--- src/rtl/ccd_bin_pkg.sv ---
package ccd_bin_pkg;

   // Which clock the pulse engine is currently producing
   typedef enum logic [1:0] {
      K_PAR  = 2'd0,
      K_SER  = 2'd1,
      K_DUMP = 2'd2
   } kind_t;

   // Pulse engine phase
   typedef enum logic [1:0] {
      E_IDLE = 2'd0,
      E_ON   = 2'd1,
      E_GAP  = 2'd2
   } eng_st_t;

endpackage

--- src/rtl/ccd_pulse_engine.sv ---
module ccd_pulse_engine
   import ccd_bin_pkg::*;
#(
   parameter int PLEN_W = 4
) (
   input  logic              clk,
   input  logic              rst_n,
   input  logic              launch,
   input  logic [PLEN_W-1:0] len,
   output logic              on,
   output logic              gap
);

   eng_st_t           st_q;
   logic [PLEN_W-1:0] cnt_q;
   logic [PLEN_W-1:0] len_q;
   logic [PLEN_W:0]   wid_q;

   always_ff @(posedge clk or negedge rst_n) begin
      if (!rst_n) begin
         st_q  <= E_IDLE;
         cnt_q <= '0;
         len_q <= PLEN_W'(1);
      end else begin
         unique case (st_q)
            E_IDLE: begin
               if (launch) begin
                  st_q  <= E_ON;
                  cnt_q <= len - PLEN_W'(1);
                  len_q <= len;
               end
            end
            E_ON: begin
               if (cnt_q == '0) st_q <= E_GAP;
               else             cnt_q <= cnt_q - PLEN_W'(1);
            end
            E_GAP: begin
               if (launch) begin
                  st_q  <= E_ON;
                  cnt_q <= len - PLEN_W'(1);
                  len_q <= len;
               end else begin
                  st_q <= E_IDLE;
               end
            end
            default: st_q <= E_IDLE;
         endcase
      end
   end

   // Independent width tally, used only by the width check
   always_ff @(posedge clk or negedge rst_n) begin
      if (!rst_n)            wid_q <= '0;
      else if (st_q == E_ON) wid_q <= wid_q + (PLEN_W+1)'(1);
      else                   wid_q <= '0;
   end

   assign on  = (st_q == E_ON);
   assign gap = (st_q == E_GAP);

   // a high phase lasts exactly the captured length
   a_r7_pulse_width: assert property (@(posedge clk) disable iff (!rst_n)
      (st_q == E_GAP) |-> (wid_q == {1'b0, len_q}));

   // the engine never jumps from one high phase to another
   a_r7_gap_follows_on: assert property (@(posedge clk) disable iff (!rst_n)
      $fell(on) |-> gap);

endmodule

--- src/rtl/ccd_bin_group_ctr.sv ---
module ccd_bin_group_ctr #(
   parameter int LEN_W = 12,
   parameter int BIN_W = 8
) (
   input  logic             clk,
   input  logic             rst_n,
   input  logic             load,
   input  logic             step,
   input  logic             close,
   input  logic             adv,
   input  logic [LEN_W-1:0] total,
   input  logic [BIN_W-1:0] bin,
   output logic             grp_last,
   output logic             all_done,
   output logic [LEN_W-1:0] idx
);

   logic [LEN_W-1:0] rem_q;
   logic [LEN_W-1:0] idx_q;
   logic [BIN_W-1:0] in_q;
   logic [BIN_W:0]   in_nx;

   assign in_nx    = {1'b0, in_q} + (BIN_W+1)'(1);
   assign grp_last = (in_nx == {1'b0, bin}) || (rem_q == LEN_W'(1));
   assign all_done = (rem_q == '0);
   assign idx      = idx_q;

   always_ff @(posedge clk or negedge rst_n) begin
      if (!rst_n) begin
         rem_q <= '0;
         idx_q <= '0;
         in_q  <= '0;
      end else if (load) begin
         rem_q <= total;
         idx_q <= '0;
         in_q  <= '0;
      end else begin
         if (step)       rem_q <= rem_q - LEN_W'(1);
         if (close)      in_q  <= '0;
         else if (step)  in_q  <= in_nx[BIN_W-1:0];
         if (adv)        idx_q <= idx_q + LEN_W'(1);
      end
   end

   // never step past the end of the array
   a_r6_no_underflow: assert property (@(posedge clk) disable iff (!rst_n)
      (step && !load) |-> (rem_q != '0));

   // the in-group count stays below the bin factor
   a_r4_group_bound: assert property (@(posedge clk) disable iff (!rst_n)
      ({1'b0, in_q} < {1'b0, bin}));

endmodule

--- src/rtl/ccd_strobe_stage.sv ---
module ccd_strobe_stage #(
   parameter int W       = 8,
   parameter bit OUT_REG = 1'b1
) (
   input  logic         clk,
   input  logic         rst_n,
   input  logic [W-1:0] d,
   output logic [W-1:0] q
);

   if (OUT_REG) begin : g_reg
      logic [W-1:0] q_r;
      always_ff @(posedge clk or negedge rst_n) begin
         if (!rst_n) q_r <= '0;
         else        q_r <= d;
      end
      assign q = q_r;
   end else begin : g_thru
      assign q = d;
   end

endmodule

--- src/rtl/ccd_bin_sequencer.sv ---
module ccd_bin_sequencer
   import ccd_bin_pkg::*;
#(
   parameter int COL_W   = 12,
   parameter int ROW_W   = 12,
   parameter int BIN_W   = 8,
   parameter int PLEN_W  = 4,
   parameter bit OUT_REG = 1'b1
) (
   input  logic              clk,
   input  logic              rst_n,
   input  logic              start,
   input  logic [COL_W-1:0]  cfg_cols,
   input  logic [ROW_W-1:0]  cfg_rows,
   input  logic [BIN_W-1:0]  cfg_hbin,
   input  logic [BIN_W-1:0]  cfg_vbin,
   input  logic [PLEN_W-1:0] cfg_plen,
   output logic              par_shift,
   output logic              ser_shift,
   output logic              sum_dump,
   output logic              sample,
   output logic              done,
   output logic              busy,
   output logic [ROW_W-1:0]  row_grp,
   output logic [COL_W-1:0]  col_grp
);

   localparam int STG_W = 6 + ROW_W + COL_W;

   if (BIN_W > COL_W || BIN_W > ROW_W) begin : g_bad_bin
      $error("BIN_W must not exceed COL_W or ROW_W");
   end
   if (PLEN_W < 1 || BIN_W < 1) begin : g_bad_w
      $error("PLEN_W and BIN_W must be at least 1");
   end

   // Zero settings are treated as one
   logic [COL_W-1:0]  cols_c;
   logic [ROW_W-1:0]  rows_c;
   logic [BIN_W-1:0]  hbin_c, vbin_c;
   logic [PLEN_W-1:0] plen_c;

   assign cols_c = (cfg_cols == '0) ? COL_W'(1)  : cfg_cols;
   assign rows_c = (cfg_rows == '0) ? ROW_W'(1)  : cfg_rows;
   assign hbin_c = (cfg_hbin == '0) ? BIN_W'(1)  : cfg_hbin;
   assign vbin_c = (cfg_vbin == '0) ? BIN_W'(1)  : cfg_vbin;
   assign plen_c = (cfg_plen == '0) ? PLEN_W'(1) : cfg_plen;

   // Frame configuration held for the whole frame
   logic [COL_W-1:0]  cols_q;
   logic [ROW_W-1:0]  rows_q;
   logic [BIN_W-1:0]  hbin_q, vbin_q;
   logic [PLEN_W-1:0] plen_q;
   logic              busy_q;
   kind_t             kind_q, kind_d;

   logic accept;
   assign accept = start && !busy_q;

   logic eng_on, eng_gap, eng_launch;
   logic [PLEN_W-1:0] eng_len;

   logic v_step, v_close, v_adv, v_last, v_done;
   logic h_load, h_step, h_close, h_adv, h_last, h_done;
   logic smp_raw, fin;
   logic [ROW_W-1:0] v_idx;
   logic [COL_W-1:0] h_idx;

   // Sequencing decisions are taken in the idle cycle after each pulse
   always_comb begin
      kind_d     = kind_q;
      eng_launch = 1'b0;
      v_step     = 1'b0;
      v_close    = 1'b0;
      v_adv      = 1'b0;
      h_load     = 1'b0;
      h_step     = 1'b0;
      h_close    = 1'b0;
      h_adv      = 1'b0;
      smp_raw    = 1'b0;
      fin        = 1'b0;
      if (accept) begin
         kind_d     = K_PAR;
         eng_launch = 1'b1;
      end else if (busy_q && eng_gap) begin
         unique case (kind_q)
            K_PAR: begin
               v_step     = 1'b1;
               eng_launch = 1'b1;
               if (v_last) begin
                  v_close = 1'b1;
                  h_load  = 1'b1;
                  kind_d  = K_SER;
               end
            end
            K_SER: begin
               h_step     = 1'b1;
               eng_launch = 1'b1;
               if (h_last) begin
                  h_close = 1'b1;
                  kind_d  = K_DUMP;
               end
            end
            K_DUMP: begin
               smp_raw = 1'b1;
               h_adv   = 1'b1;
               if (h_done) begin
                  v_adv = 1'b1;
                  if (v_done) begin
                     fin = 1'b1;
                  end else begin
                     kind_d     = K_PAR;
                     eng_launch = 1'b1;
                  end
               end else begin
                  kind_d     = K_SER;
                  eng_launch = 1'b1;
               end
            end
            default: kind_d = K_PAR;
         endcase
      end
   end

   always_ff @(posedge clk or negedge rst_n) begin
      if (!rst_n) begin
         busy_q <= 1'b0;
         kind_q <= K_PAR;
         cols_q <= COL_W'(1);
         rows_q <= ROW_W'(1);
         hbin_q <= BIN_W'(1);
         vbin_q <= BIN_W'(1);
         plen_q <= PLEN_W'(1);
      end else begin
         kind_q <= kind_d;
         if (accept) begin
            busy_q <= 1'b1;
            cols_q <= cols_c;
            rows_q <= rows_c;
            hbin_q <= hbin_c;
            vbin_q <= vbin_c;
            plen_q <= plen_c;
         end else if (fin) begin
            busy_q <= 1'b0;
         end
      end
   end

   assign eng_len = accept ? plen_c : plen_q;

   ccd_pulse_engine #(.PLEN_W(PLEN_W)) u_engine (
      .clk    (clk),
      .rst_n  (rst_n),
      .launch (eng_launch),
      .len    (eng_len),
      .on     (eng_on),
      .gap    (eng_gap)
   );

   // Vertical (row) grouping
   ccd_bin_group_ctr #(.LEN_W(ROW_W), .BIN_W(BIN_W)) u_vctr (
      .clk      (clk),
      .rst_n    (rst_n),
      .load     (accept),
      .step     (v_step),
      .close    (v_close),
      .adv      (v_adv),
      .total    (rows_c & {ROW_W{accept}} | rows_q & {ROW_W{!accept}}),
      .bin      (vbin_q),
      .grp_last (v_last),
      .all_done (v_done),
      .idx      (v_idx)
   );

   // Horizontal (column) grouping, reloaded for each row group
   ccd_bin_group_ctr #(.LEN_W(COL_W), .BIN_W(BIN_W)) u_hctr (
      .clk      (clk),
      .rst_n    (rst_n),
      .load     (h_load),
      .step     (h_step),
      .close    (h_close),
      .adv      (h_adv),
      .total    (cols_q),
      .bin      (hbin_q),
      .grp_last (h_last),
      .all_done (h_done),
      .idx      (h_idx)
   );

   logic par_raw, ser_raw, dump_raw, done_raw;
   assign par_raw  = eng_on && (kind_q == K_PAR);
   assign ser_raw  = eng_on && (kind_q == K_SER);
   assign dump_raw = eng_on && (kind_q == K_DUMP);
   assign done_raw = fin;

   logic [STG_W-1:0] stg_d, stg_q;
   assign stg_d = {par_raw, ser_raw, dump_raw, smp_raw, done_raw, busy_q, v_idx, h_idx};

   ccd_strobe_stage #(.W(STG_W), .OUT_REG(OUT_REG)) u_stage (
      .clk   (clk),
      .rst_n (rst_n),
      .d     (stg_d),
      .q     (stg_q)
   );

   assign par_shift = stg_q[STG_W-1];
   assign ser_shift = stg_q[STG_W-2];
   assign sum_dump  = stg_q[STG_W-3];
   assign sample    = stg_q[STG_W-4];
   assign done      = stg_q[STG_W-5];
   assign busy      = stg_q[STG_W-6];
   assign row_grp   = stg_q[ROW_W+COL_W-1:COL_W];
   assign col_grp   = stg_q[COL_W-1:0];

   // the three clock pulses never overlap
   a_r8_one_pulse: assert property (@(posedge clk) disable iff (!rst_n)
      $onehot0({par_shift, ser_shift, sum_dump}));

   // a new pulse only starts after a cycle with no pulse at all
   a_r7_idle_between: assert property (@(posedge clk) disable iff (!rst_n)
      ($rose(par_shift) || $rose(ser_shift) || $rose(sum_dump))
      |-> $past(!(par_shift || ser_shift || sum_dump)));

   // a sample strobe only directly after a dump pulse
   a_r5_sample_after_dump: assert property (@(posedge clk) disable iff (!rst_n)
      sample |-> $past(sum_dump));

   // sample lasts one cycle
   a_r5_sample_single: assert property (@(posedge clk) disable iff (!rst_n)
      sample |=> !sample);

   // done is a lone cycle aligned with the final sample
   a_r9_done_single: assert property (@(posedge clk) disable iff (!rst_n)
      done |=> !done);
   a_r9_done_with_sample: assert property (@(posedge clk) disable iff (!rst_n)
      done |-> sample);
   a_r9_busy_drops: assert property (@(posedge clk) disable iff (!rst_n)
      done |=> !busy);

   // busy ends only through done
   a_r2_busy_until_done: assert property (@(posedge clk) disable iff (!rst_n)
      $fell(busy) |-> $past(done));

   // no pulse outside a frame
   a_r2_quiet_when_idle: assert property (@(posedge clk) disable iff (!rst_n)
      (!busy_q && !$past(busy_q)) |-> !eng_on);

endmodule

--- config.mk ---
export PLATFORM = sky130hd
export DESIGN_NAME = ccd_bin_sequencer
export DESIGN_NICKNAME = d
export VERILOG_FILES = /design/src/rtl/ccd_bin_pkg.sv /design/src/rtl/ccd_pulse_engine.sv /design/src/rtl/ccd_bin_group_ctr.sv /design/src/rtl/ccd_strobe_stage.sv /design/src/rtl/ccd_bin_sequencer.sv
export SDC_FILE = /design/constraint.sdc
export NUM_CORES = 1
export LEC_CHECK = 0
export CORE_MARGIN = 4
export CORE_UTILIZATION = 51
export DETAILED_ROUTE_END_ITERATION = 16
export MAX_ROUTING_LAYER = met4
export PLACE_DENSITY_LB_ADDON = 0.12
export SYNTH_ARGS = -nofsm -noshare
export SYNTH_HDL_FRONTEND = slang
export SYNTH_SLANG_ARGS = --single-unit
--- constraint.sdc ---
create_clock -name clk -period 2.3 [get_ports clk]
set_input_delay 0.23 -clock clk [delete_from_list [all_inputs] [get_ports clk]]
set_output_delay 0.23 -clock clk [all_outputs]
set_load 0.02 [all_outputs]
# Word level (Yosys, flattened, before mapping)
# Cells that the tools add are included.
# totals
elab_cells	142
input_bits	47
ff_bits	147
out_inout_bits	30
# op_classes
bitwise	3
mux	67
n_eq_ne	15
n_addsub	8
reduce_logical	33
# op_table
cell	n
12-bit 2-to-1 mux	10
8-bit 2-to-1 mux	8
12-bit logical NOT	4
1-bit 2-to-1 mux	33
12-bit by 1-bit adder with 12-bit output, second input constant	2
12-bit AND	2
12-bit by 1-bit equality test with 1-bit output, second input constant	2
12-bit by 1-bit subtractor with 12-bit output, second input constant	2
8-bit by 1-bit adder with 9-bit output, second input constant	2
9-bit by 8-bit equality test with 1-bit output	2
8-bit logical NOT	2
2-bit 2-to-1 mux	8
4-bit 2-to-1 mux	4
2-bit nonzero test	7
12-bit OR	1
2-bit one-hot mux with 3 select lines	2
4-bit logical NOT	2
4-bit one-hot mux with 2 select lines	1
4-bit by 1-bit subtractor with 4-bit output, second input constant	2
3-bit nonzero test	2
1-bit logical AND	5
2-bit by 1-bit equality test with 1-bit output, second input constant	2
2-bit equality test, second input constant	2
2-bit logical NOT	2
other kinds (12)	17

# Longest topological paths before layout
# Gate-level depths: netlist of run 1.
# logic_depth
word_depth	9
depth_mapped	10
depth_no_buf	8

# By module
# From an unflattened synthesis of run 1, not the netlist that was laid out.
# unflattened
cells_unflattened	689
area_unflattened_um2	6775.2
# modules_own_cells
module	area_per_inst_um2	n_inst	cells_each	seq_area_each_um2
ccd_bin_group_ctr	1840.5	2	199	800.8
ccd_bin_sequencer	2011.9	1	228	1182.4
ccd_strobe_stage	750.7	1	30	750.7
ccd_pulse_engine	331.6	1	33	150.1

# Worst setup path before layout of run 1
# No wires, ideal clock.
# synth_path
path_type	register to register
startpoint	register u_vctr.in_q[0]
endpoint	register u_hctr.in_q[5]
path_buffers	1
path_slack_ps	-7
arrival_time_ps	2181
stages_incl_launch_ff	9
period_less_slack_ps	2307
setup_ps	126
required_time_ps	2174
path_cell_list	dfrtp_1 > ha_1 > xnor2_1 > o211ai_1 > a311oi_1 > and4_2 > nor2_2 > buf_6 > a221o_1
# synth_via
elab_chain_cells	8
elab_cells_between_ends	9
classes_between	add/sub: 1; eq/ne: 1; mux: 5; reduce/logical: 2
# synth_rtl
element	line_no	rtl
start, declared	ccd_bin_group_ctr.sv:20	logic [BIN_W-1:0] in_q;
start signal, assigned	ccd_bin_group_ctr.sv:40	else if (step) in_q <= in_nx[BIN_W-1:0];
8-bit by 1-bit adder with 9-bit output (*)	ccd_bin_group_ctr.sv:23	assign in_nx = {1'b0, in_q} + (BIN_W+1)'(1);
9-bit by 8-bit equality test with 1-bit output (*)	ccd_bin_group_ctr.sv:24	assign grp_last = (in_nx == {1'b0, bin}) || (rem_q == LEN_W'(1));
1-bit logical OR (*)	ccd_bin_group_ctr.sv:24	
1-bit 2-to-1 mux (*)	ccd_bin_sequencer.sv:90	if (v_last) begin
1-bit 2-to-1 mux (*)	ccd_bin_sequencer.sv:86	unique case (kind_q)
1-bit 2-to-1 mux (*)	ccd_bin_sequencer.sv:85	end else if (busy_q && eng_gap) begin
1-bit 2-to-1 mux (*)	ccd_bin_sequencer.sv:82	if (accept) begin
3-bit nonzero test (no line) or 8-bit 2-to-1 mux (tied branches)	-	
end signal, assigned	ccd_bin_group_ctr.sv:40	
end, declared	ccd_bin_group_ctr.sv:20	
# Mark *: on every way between the ends. The rest lies on a longest branch, timed or not.
# A chain may end at the register's enable or synchronous reset.

# Final worst setup path of run 1
# layout_path
startpoint	register u_hctr.in_q[0]
endpoint	register u_hctr.in_q[4]
# layout_via
elab_chain_cells	9
elab_cells_between_ends	11
classes_between	add/sub: 1; eq/ne: 1; mux: 7; reduce/logical: 2
# layout_rtl
element	line_no	rtl
8-bit by 1-bit adder with 9-bit output (*)	ccd_bin_group_ctr.sv:23	
9-bit by 8-bit equality test with 1-bit output	ccd_bin_group_ctr.sv:24	
1-bit logical OR	ccd_bin_group_ctr.sv:24	
1-bit 2-to-1 mux	ccd_bin_sequencer.sv:99	if (h_last) begin
1-bit 2-to-1 mux	ccd_bin_sequencer.sv:86	
1-bit 2-to-1 mux	ccd_bin_sequencer.sv:85	
1-bit 2-to-1 mux	ccd_bin_sequencer.sv:82	
8-bit 2-to-1 mux	ccd_bin_group_ctr.sv:39	if (close) in_q <= '0;
8-bit 2-to-1 mux	ccd_bin_group_ctr.sv:33	end else if (load) begin
# Mark *: on every way between the ends. The rest lies on a longest branch, timed or not. The select of a mux whose other input is x is not followed.

==> metrics, run 1 <==
layout cell share with drive strength beyond 1=0.1772; global-route wire length before repair=approximately 27000 µm; number of synthesized flops with an enable pin=0; maximum capacitance violations=0; FP Rows=between 40 and 50; CTS buffer count=17; Sink Count=135; PortBufs=76; Inserted Diodes=0; H-tree depth=4; CP peak stage delay=between 0.4 and 0.5 ns; worst-path cell chain=ha_4 -> xor3_1 -> o22ai_2 -> o21ai_2 -> nor4_4 -> buf_4 -> nor3_1 -> a221o_1; Critical Path End Type=flop; Syn. warnings=0; Mapped Avg Cell Area=9.536 µm²; CP max stage cell=xor3_1; DRT iter0 DRCs=roughly 450; worst path bufs/invs=1; number of global-route vias before repair=5865; Mapped Area=around 6800 µm²; Crit Path Class=flop to flop; status=finished, final reports clean; fin nets=about 900; vias per std cell=approximately 5.7; clock latency on the worst-skew pair=between 0.4 and 0.5 ns; Root Driver=clkbuf_16; Die W=about 120 µm; period utilization=0.9800; RD Place Congestion=between 0.9 and 1; Die ar.=roughly 15000 µm²; Setup Viol. Count Final=0; DRC=0; Most used DFF post-synth=dfrtp_1; # IOs=77; Reg2Reg Setup Slack=0.05 ns; synthesized net count=around 770; Tightest Hold Check Type=primary input to asynchronous set/reset pin; combinational power share=0.269; GRT Max-Usage Layer=met2; Fin. Hold Viols=0; RSZ-0062 raised after global routing=true; Pint=between 5000 and 6000 µW; DRT Wirelength=approximately 16000 µm; Pins Over Slew Limit=0; most common cell after layout, fill and taps aside=nand2_1; #FFs+latches synth=135; GR Overflow Total=0; Sequential Power Share=0.402; Mapped Cells=711; Seq/Total Area, Yosys=0.4990; Worst path top cell family by delay=compound AO/OA/AOI/OAI gates; clock skew=0.008826 ns; largest net degree at the start of global routing=45; VDD IR max=0.5569 mV; Synth async-reset ratio=1.000; Leak=between 0.003 and 0.004 µW; Worst Reg2Reg Path Length in Cells=8; Rel. slew slack=0.6134; total track usage=0.2328; FF-to-FF Start=u_hctr.in_q[0]; critical path data arrival time=2.54 ns; CP endpoint=u_hctr.in_q[4]; synth-to-layout area growth=31.56%; Worst EP required=between 2 and 3 ns; critical path fanouts, max=5; Die Span Y=123.3 µm; Routed wire per std cell=15.69 µm; Design Power=just under 8000 µW; CORE AREA=12820 µm²; clock network fraction of total power=0.329; Critical path origin=u_hctr.in_q[0]; vias after detailed routing=~5900; Pwr Density=between 800 and 900 nW/µm²; setup slack at placement=-0.06973 ns; initial antenna violation count=0; switch share=0.3143; CP Launch Type=flop; Worst path depth=8; CTS Buffer Depth=2; Final min period=about 2.3 ns; GR Util met3=0.05215; f_max=443.7 MHz; fill count=between 1000 and 1500; Worst-Margin Slew=around 0.57 ns; clk slew on worst S/H paths=approximately 0.06 ns; post-route ant nets=0; First-pass DRT Iterations=6; RR Endpoint=u_hctr.in_q[4]; post-synth cell types=69; sw power=2463 µW; Layout Utilization=0.6955; dpl hpwl=around 12000 µm; worst setup margin=between 0.04 and 0.05 ns; commonest non-fill, non-tap cells in the layout=nand2_1 (133), dfrtp_1 (128), clkdlybuf4s50_1 (75); starting density of the core=0.5287; met2 global-route usage=0.3731; CTS tree=done; met1 GRT Util=0.2939
==> cell usage after synthesis (5+ instances only) <==
| cell | count | share of area |
|---|---|---|
| nand4_1 | 15 | 0.014 |
| and3_1 | 8 | 0.0074 |
| a21oi_1 | 20 | 0.015 |
| xnor2_1 | 24 | 0.031 |
| clkbuf_1 | 20 | 0.011 |
| o211ai_1 | 9 | 0.010 |
| a31oi_1 | 5 | 0.0046 |
| nand2b_1 | 9 | 0.0083 |
| dfrtp_1 | 131 | 0.48 |
| nand3_1 | 20 | 0.015 |
| nand2_1 | 133 | 0.074 |
| o311ai_0 | 5 | 0.0065 |
| buf_2 | 5 | 0.0037 |
| nor2_1 | 58 | 0.032 |
| o21ai_0 | 33 | 0.024 |
| inv_1 | 15 | 0.0083 |
| o31ai_1 | 5 | 0.0055 |
| xor2_1 | 23 | 0.030 |
| a22oi_1 | 5 | 0.0055 |
| ha_1 | 10 | 0.018 |
| nor2b_1 | 7 | 0.0065 |
| or3_1 | 12 | 0.011 |
| nor4_1 | 14 | 0.013 |
| a221o_1 | 12 | 0.018 |
| nor3_1 | 24 | 0.018 |
==> kinds of logic after synthesis <==
group                      Yosys count  share of synthesized area
and+or+nand+nor                    336                     0.2441
DFF                                135                     0.4990
AOI/OAI and AO/OA                  128                     0.1338
xor gates and xnor gates            48                    0.06422
buffers and inverters               48                    0.03081
adders and majority gates           10                    0.01845
muxes                                6                   0.009596
==> how the worst min path moves through the flow <==
stage                     start        endpoint
floorplan                 rst_n          busy_q
global placement          rst_n   u_stage.q[10]
detailed placement        rst_n    u_stage.q[9]
CTS                       rst_n  u_hctr.idx[11]
global route        cfg_cols[5]       cols_q[5]
finish                    rst_n  u_hctr.idx[11]
==> what timing repair did <==
| action | in CTS | in global routing |
|---|---|---|
| setup endpoints to repair | 14 | 48 |
| resized for setup | 5 | 28 |
| pin swaps | 2 | 3 |
| hold buffers | 1 | 0 |
| setup buffers | 0 | 5 |
| hold endpoints to repair | 39 | 0 |
==> layout make-up <==
class | count | area (µm²) | area share
flip-flops and latches | 135 | 3387 | 0.3797
multi-input cells | 528 | 3347 | 0.3752
repair buffers | 149 | 1350 | 0.1514
clock buffers | 21 | 440.4 | 0.04938
well taps | 172 | 215.2 | 0.02413
clock inverters | 10 | 123.9 | 0.01389
inverters | 15 | 56.30 | 0.006312
==> state kept, by name (all words and copies together), names as in the netlist <==
| name | cells |
|---|---|
| u_vctr.idx | 12 |
| kind_q | 2 |
| u_hctr.rem_q | 12 |
| u_vctr.in_q | 8 |
| u_stage.q | 30 |
| cols_q | 12 |
| plen_q | 4 |
| hbin_q | 8 |
| u_vctr.rem_q | 12 |
| u_engine.st_q | 2 |
| busy_q | 1 |
| vbin_q | 8 |
| u_engine.cnt_q | 4 |
| u_hctr.idx | 12 |
| u_hctr.in_q | 8 |
==> per-layer routing <==
metal  vias to the layer above  routed length [µm]
li1                       2809                   -
met1                      2854                7123
met2                       185                7948
met3                        20                 872
met4                         0                 221
met5                         -                   0
==> metrics by stage <==
stage	cells	hold slack (ns)	cell area (µm²)	TNS [ns]
after global placement	993	0.2589	8155	-0.5277
after global routing	1030	0.3690	8920	-0.1625
after floorplan	711	-0.06559	6787	0
final	1030	0.3518	8920	0
after detailed placement	993	0.2569	8155	-0.4303
after CTS	1025	0.3592	8756	0
==> power by group through the flow <==
stage	clock network [µW]	logic (µW)	registers [µW]
6_report	2580	2110	3150
5_1_grt	2750	2320	3200
4_1_cts	2630	1980	3120
3_5_place_dp	0	1960	3150
3_3_place_gp	0	1890	3130
2_1_floorplan	0	1170	3130
Power figures use the tool's default switching activity.
==> run 2: changes to the inputs <==
- CORE_UTILIZATION: 51 -> 42
- SETUP_SLACK_MARGIN: not set -> 0.15
- TNS_END_PERCENT: not set -> 30
==> run 2 against run 1 <==
Effect of this change: clock skew increased by 0.0043 ns; sequential power about the same; power increased by 3.8%; critical endpoint is now u_hctr.rem_q[6]; largest cell class is now multi-input gates.
==> metrics, run 2 (synthesis results as in run 1) <==
status=finished, final reports clean; worst-path cell chain=ha_4 -> buf_6 -> nand2b_4 -> a31o_4 -> a22oi_2 -> buf_4 -> nand4_4 -> a21o_1 -> mux2_4; CTS Buffer Depth=2 (unchanged); CP peak stage delay=0.42 ns (about the same); RSZ-0062 raised after global routing=true; Die W=135.1 µm (+9.5%); Final min period=2.188 ns (-0.06557 ns); clock skew=0.01309 ns (+0.004261 ns); vias after detailed routing=5837 (-0.53%); maximum capacitance violations=0 (unchanged); Fin. Hold Viols=0 (unchanged); Worst-Margin Slew=0.7643 ns (+0.1898 ns); clock latency on the worst-skew pair=0.42 ns (about the same); PortBufs=76 (unchanged); Root Driver=clkbuf_16; number of global-route vias before repair=5919 (+0.92%); First-pass DRT Iterations=5 (-1); CTS tree=done; CP max stage cell=dfrtp_1; dpl hpwl=11740 µm (-0.95%); Pwr Density=883.6 nW/µm² (+0.56%); Worst EP required=2.60 ns (about the same); Crit Path Class=flop to flop; DRT Wirelength=17020 µm (+5.3%); placed cell count=1019 (+2.6%); fin nets=906 (+0.33%); Die ar.=18240 µm² (+20%); Largest register FFs=30 (unchanged); Die Span Y=135.1 µm (+9.5%); synth-to-layout area growth=35.74%; Setup Viol. Count Final=0 (unchanged); Tightest Hold Check Type=primary input to asynchronous set/reset pin; Sink Count=135 (unchanged); DRT iter0 DRCs=338 (-24%); Rel. slew slack=0.4886 (-0.1249); Layout Utilization=0.5815 (-0.1140); Critical Path End Type=flop; DRC=0 (unchanged); initial antenna violation count=0 (unchanged); RD Place Congestion=0.9249 (-1.4%); CORE AREA=15830 µm² (+23%); post-route ant nets=0 (unchanged); CTS buffer count=17 (unchanged); critical path data arrival time=2.49 ns (-0.05 ns); largest net degree at the start of global routing=85 (+89%); f_max=457.0 MHz (+3.0%); layout cell share with drive strength beyond 1=0.2079 (+0.03074); Leak=0.003900 µW (+1.3%); worst path bufs/invs=2 (+1); global-route wire length before repair=28240 µm (+3.8%); Inserted Diodes=0 (unchanged); most common cell after layout, fill and taps aside=nand2_1; clk slew on worst S/H paths=0.06 ns (about the same); Routed wire per std cell=15.80 µm (+0.68%); # IOs=77 (unchanged); FP Rows=46 (+12%); starting density of the core=0.4284 (-0.1003); Pins Over Slew Limit=0 (unchanged); CP Launch Type=flop; VDD IR max=0.5277 mV (-5.2%); Worst path top cell family by delay=compound AO/OA/AOI/OAI gates; H-tree depth=4 (unchanged); critical path fanouts, max=6 (+1); period utilization=0.9515 (-0.02851); final non-filler cell total=1077 (+4.6%); vias per std cell=5.420 (-4.9%); GR Overflow Total=0 (unchanged); commonest non-fill, non-tap cells in the layout=nand2_1 (133), dfrtp_1 (123), clkdlybuf4s50_1 (75); total track usage=0.1963 (-0.03658)
==> run 2: changes by cell type in the layout (fill, tap and decap cells not counted), moves of 3 or more <==
cell	before	now
buf_6	1	5
clkbuf_1	4	0
clkbuf_8	0	4
dfrtp_1	128	123
dfrtp_2	3	8
nand3_1	18	15
==> run 2: path summary, 6_finish.rpt <==
path	start	to	slack (ns)	depth (start not counted)
min in group clk	cfg_cols[7]	cols_q[7]	0.37	3
hold / removal	rst_n	u_stage.q[8]	0.36	3
setup / recovery	u_vctr.in_q[0]	u_hctr.rem_q[6]	0.11	9
setup reg to reg	u_vctr.in_q[0]	u_hctr.rem_q[6]	0.11	9
hold reg to reg	u_hctr.idx[11]	u_stage.q[11]	0.39	0
max in group asynchronous	rst_n	vbin_q[0]	1.50	3
==> run 2: what timing repair did <==
action,in CTS,in global routing
endpoints found under the hold margin,131,0
pin swaps,20,18
hold buffers,1,0
setup buffers,16,9
endpoints found under the setup margin,43,49
gates cloned,1,0
gates resized for setup,38,24
==> run 2: worst register-to-register path, cell delays in order (launching register included) <==
cell and delay [ns]:
dfrtp_1 0.42, ha_4 0.18, buf_6 0.11, nand2b_4 0.14, a31o_4 0.24, a22oi_2 0.14, buf_4 0.16, nand4_4 0.15
a21o_1 0.24, mux2_4 0.30
==> run 2: metal layers <==
| metal | wire [µm] | up-vias | part of all wire | global-route usage |
|---|---|---|---|---|
| met3 | 770 | 33 | 0.045 | 0.04247 |
| met4 | 422 | 0 | 0.025 | 0.07335 |
| li1 | - | 2822 | - | - |
| met1 | 7603 | 2812 | 0.45 | 0.2481 |
| met5 | 0 | - | 0 | - |
| met2 | 8221 | 170 | 0.48 | 0.3124 |
==> run 2: layout make-up <==
cell class	count	area, µm²
inverter	15	56.30
fill	1348	6624
clock inverter	10	120.1
clock buffer	21	480.5
timing repair buffer	151	1380
tap	216	270.3
sequential	135	3393
multi-input combinational	529	3503
==> run 2: through the flow <==
stage / instance area [µm²] / total power [µW] / setup WS [ns] / TNS, ns / hold slack (ns)
2_1_floorplan: 6808 / 4316 / 0.1150 / 0 / -0.06559
3_3_place_gp: 8095 / 5020 / 0.03318 / 0 / 0.2492
3_5_place_dp: 8095 / 5073 / -0.02279 / -0.06971 / 0.2584
4_1_cts: 9030 / 8007 / 0.09879 / 0 / 0.3631
5_1_grt: 9204 / 8594 / 0.01755 / 0 / 0.3821
6_report: 9204 / 8132 / 0.1116 / 0 / 0.3622
==> run 2: where the power goes <==
group	total [µW]	internal, µW	switching (µW)	leakage [µW]
Combinational	2250	1160	1090	0.00191
Clock	2720	1710	1010	0.000292
Sequential	3160	2760	409	0.00170
Total	8130	5620	2510	0.00390
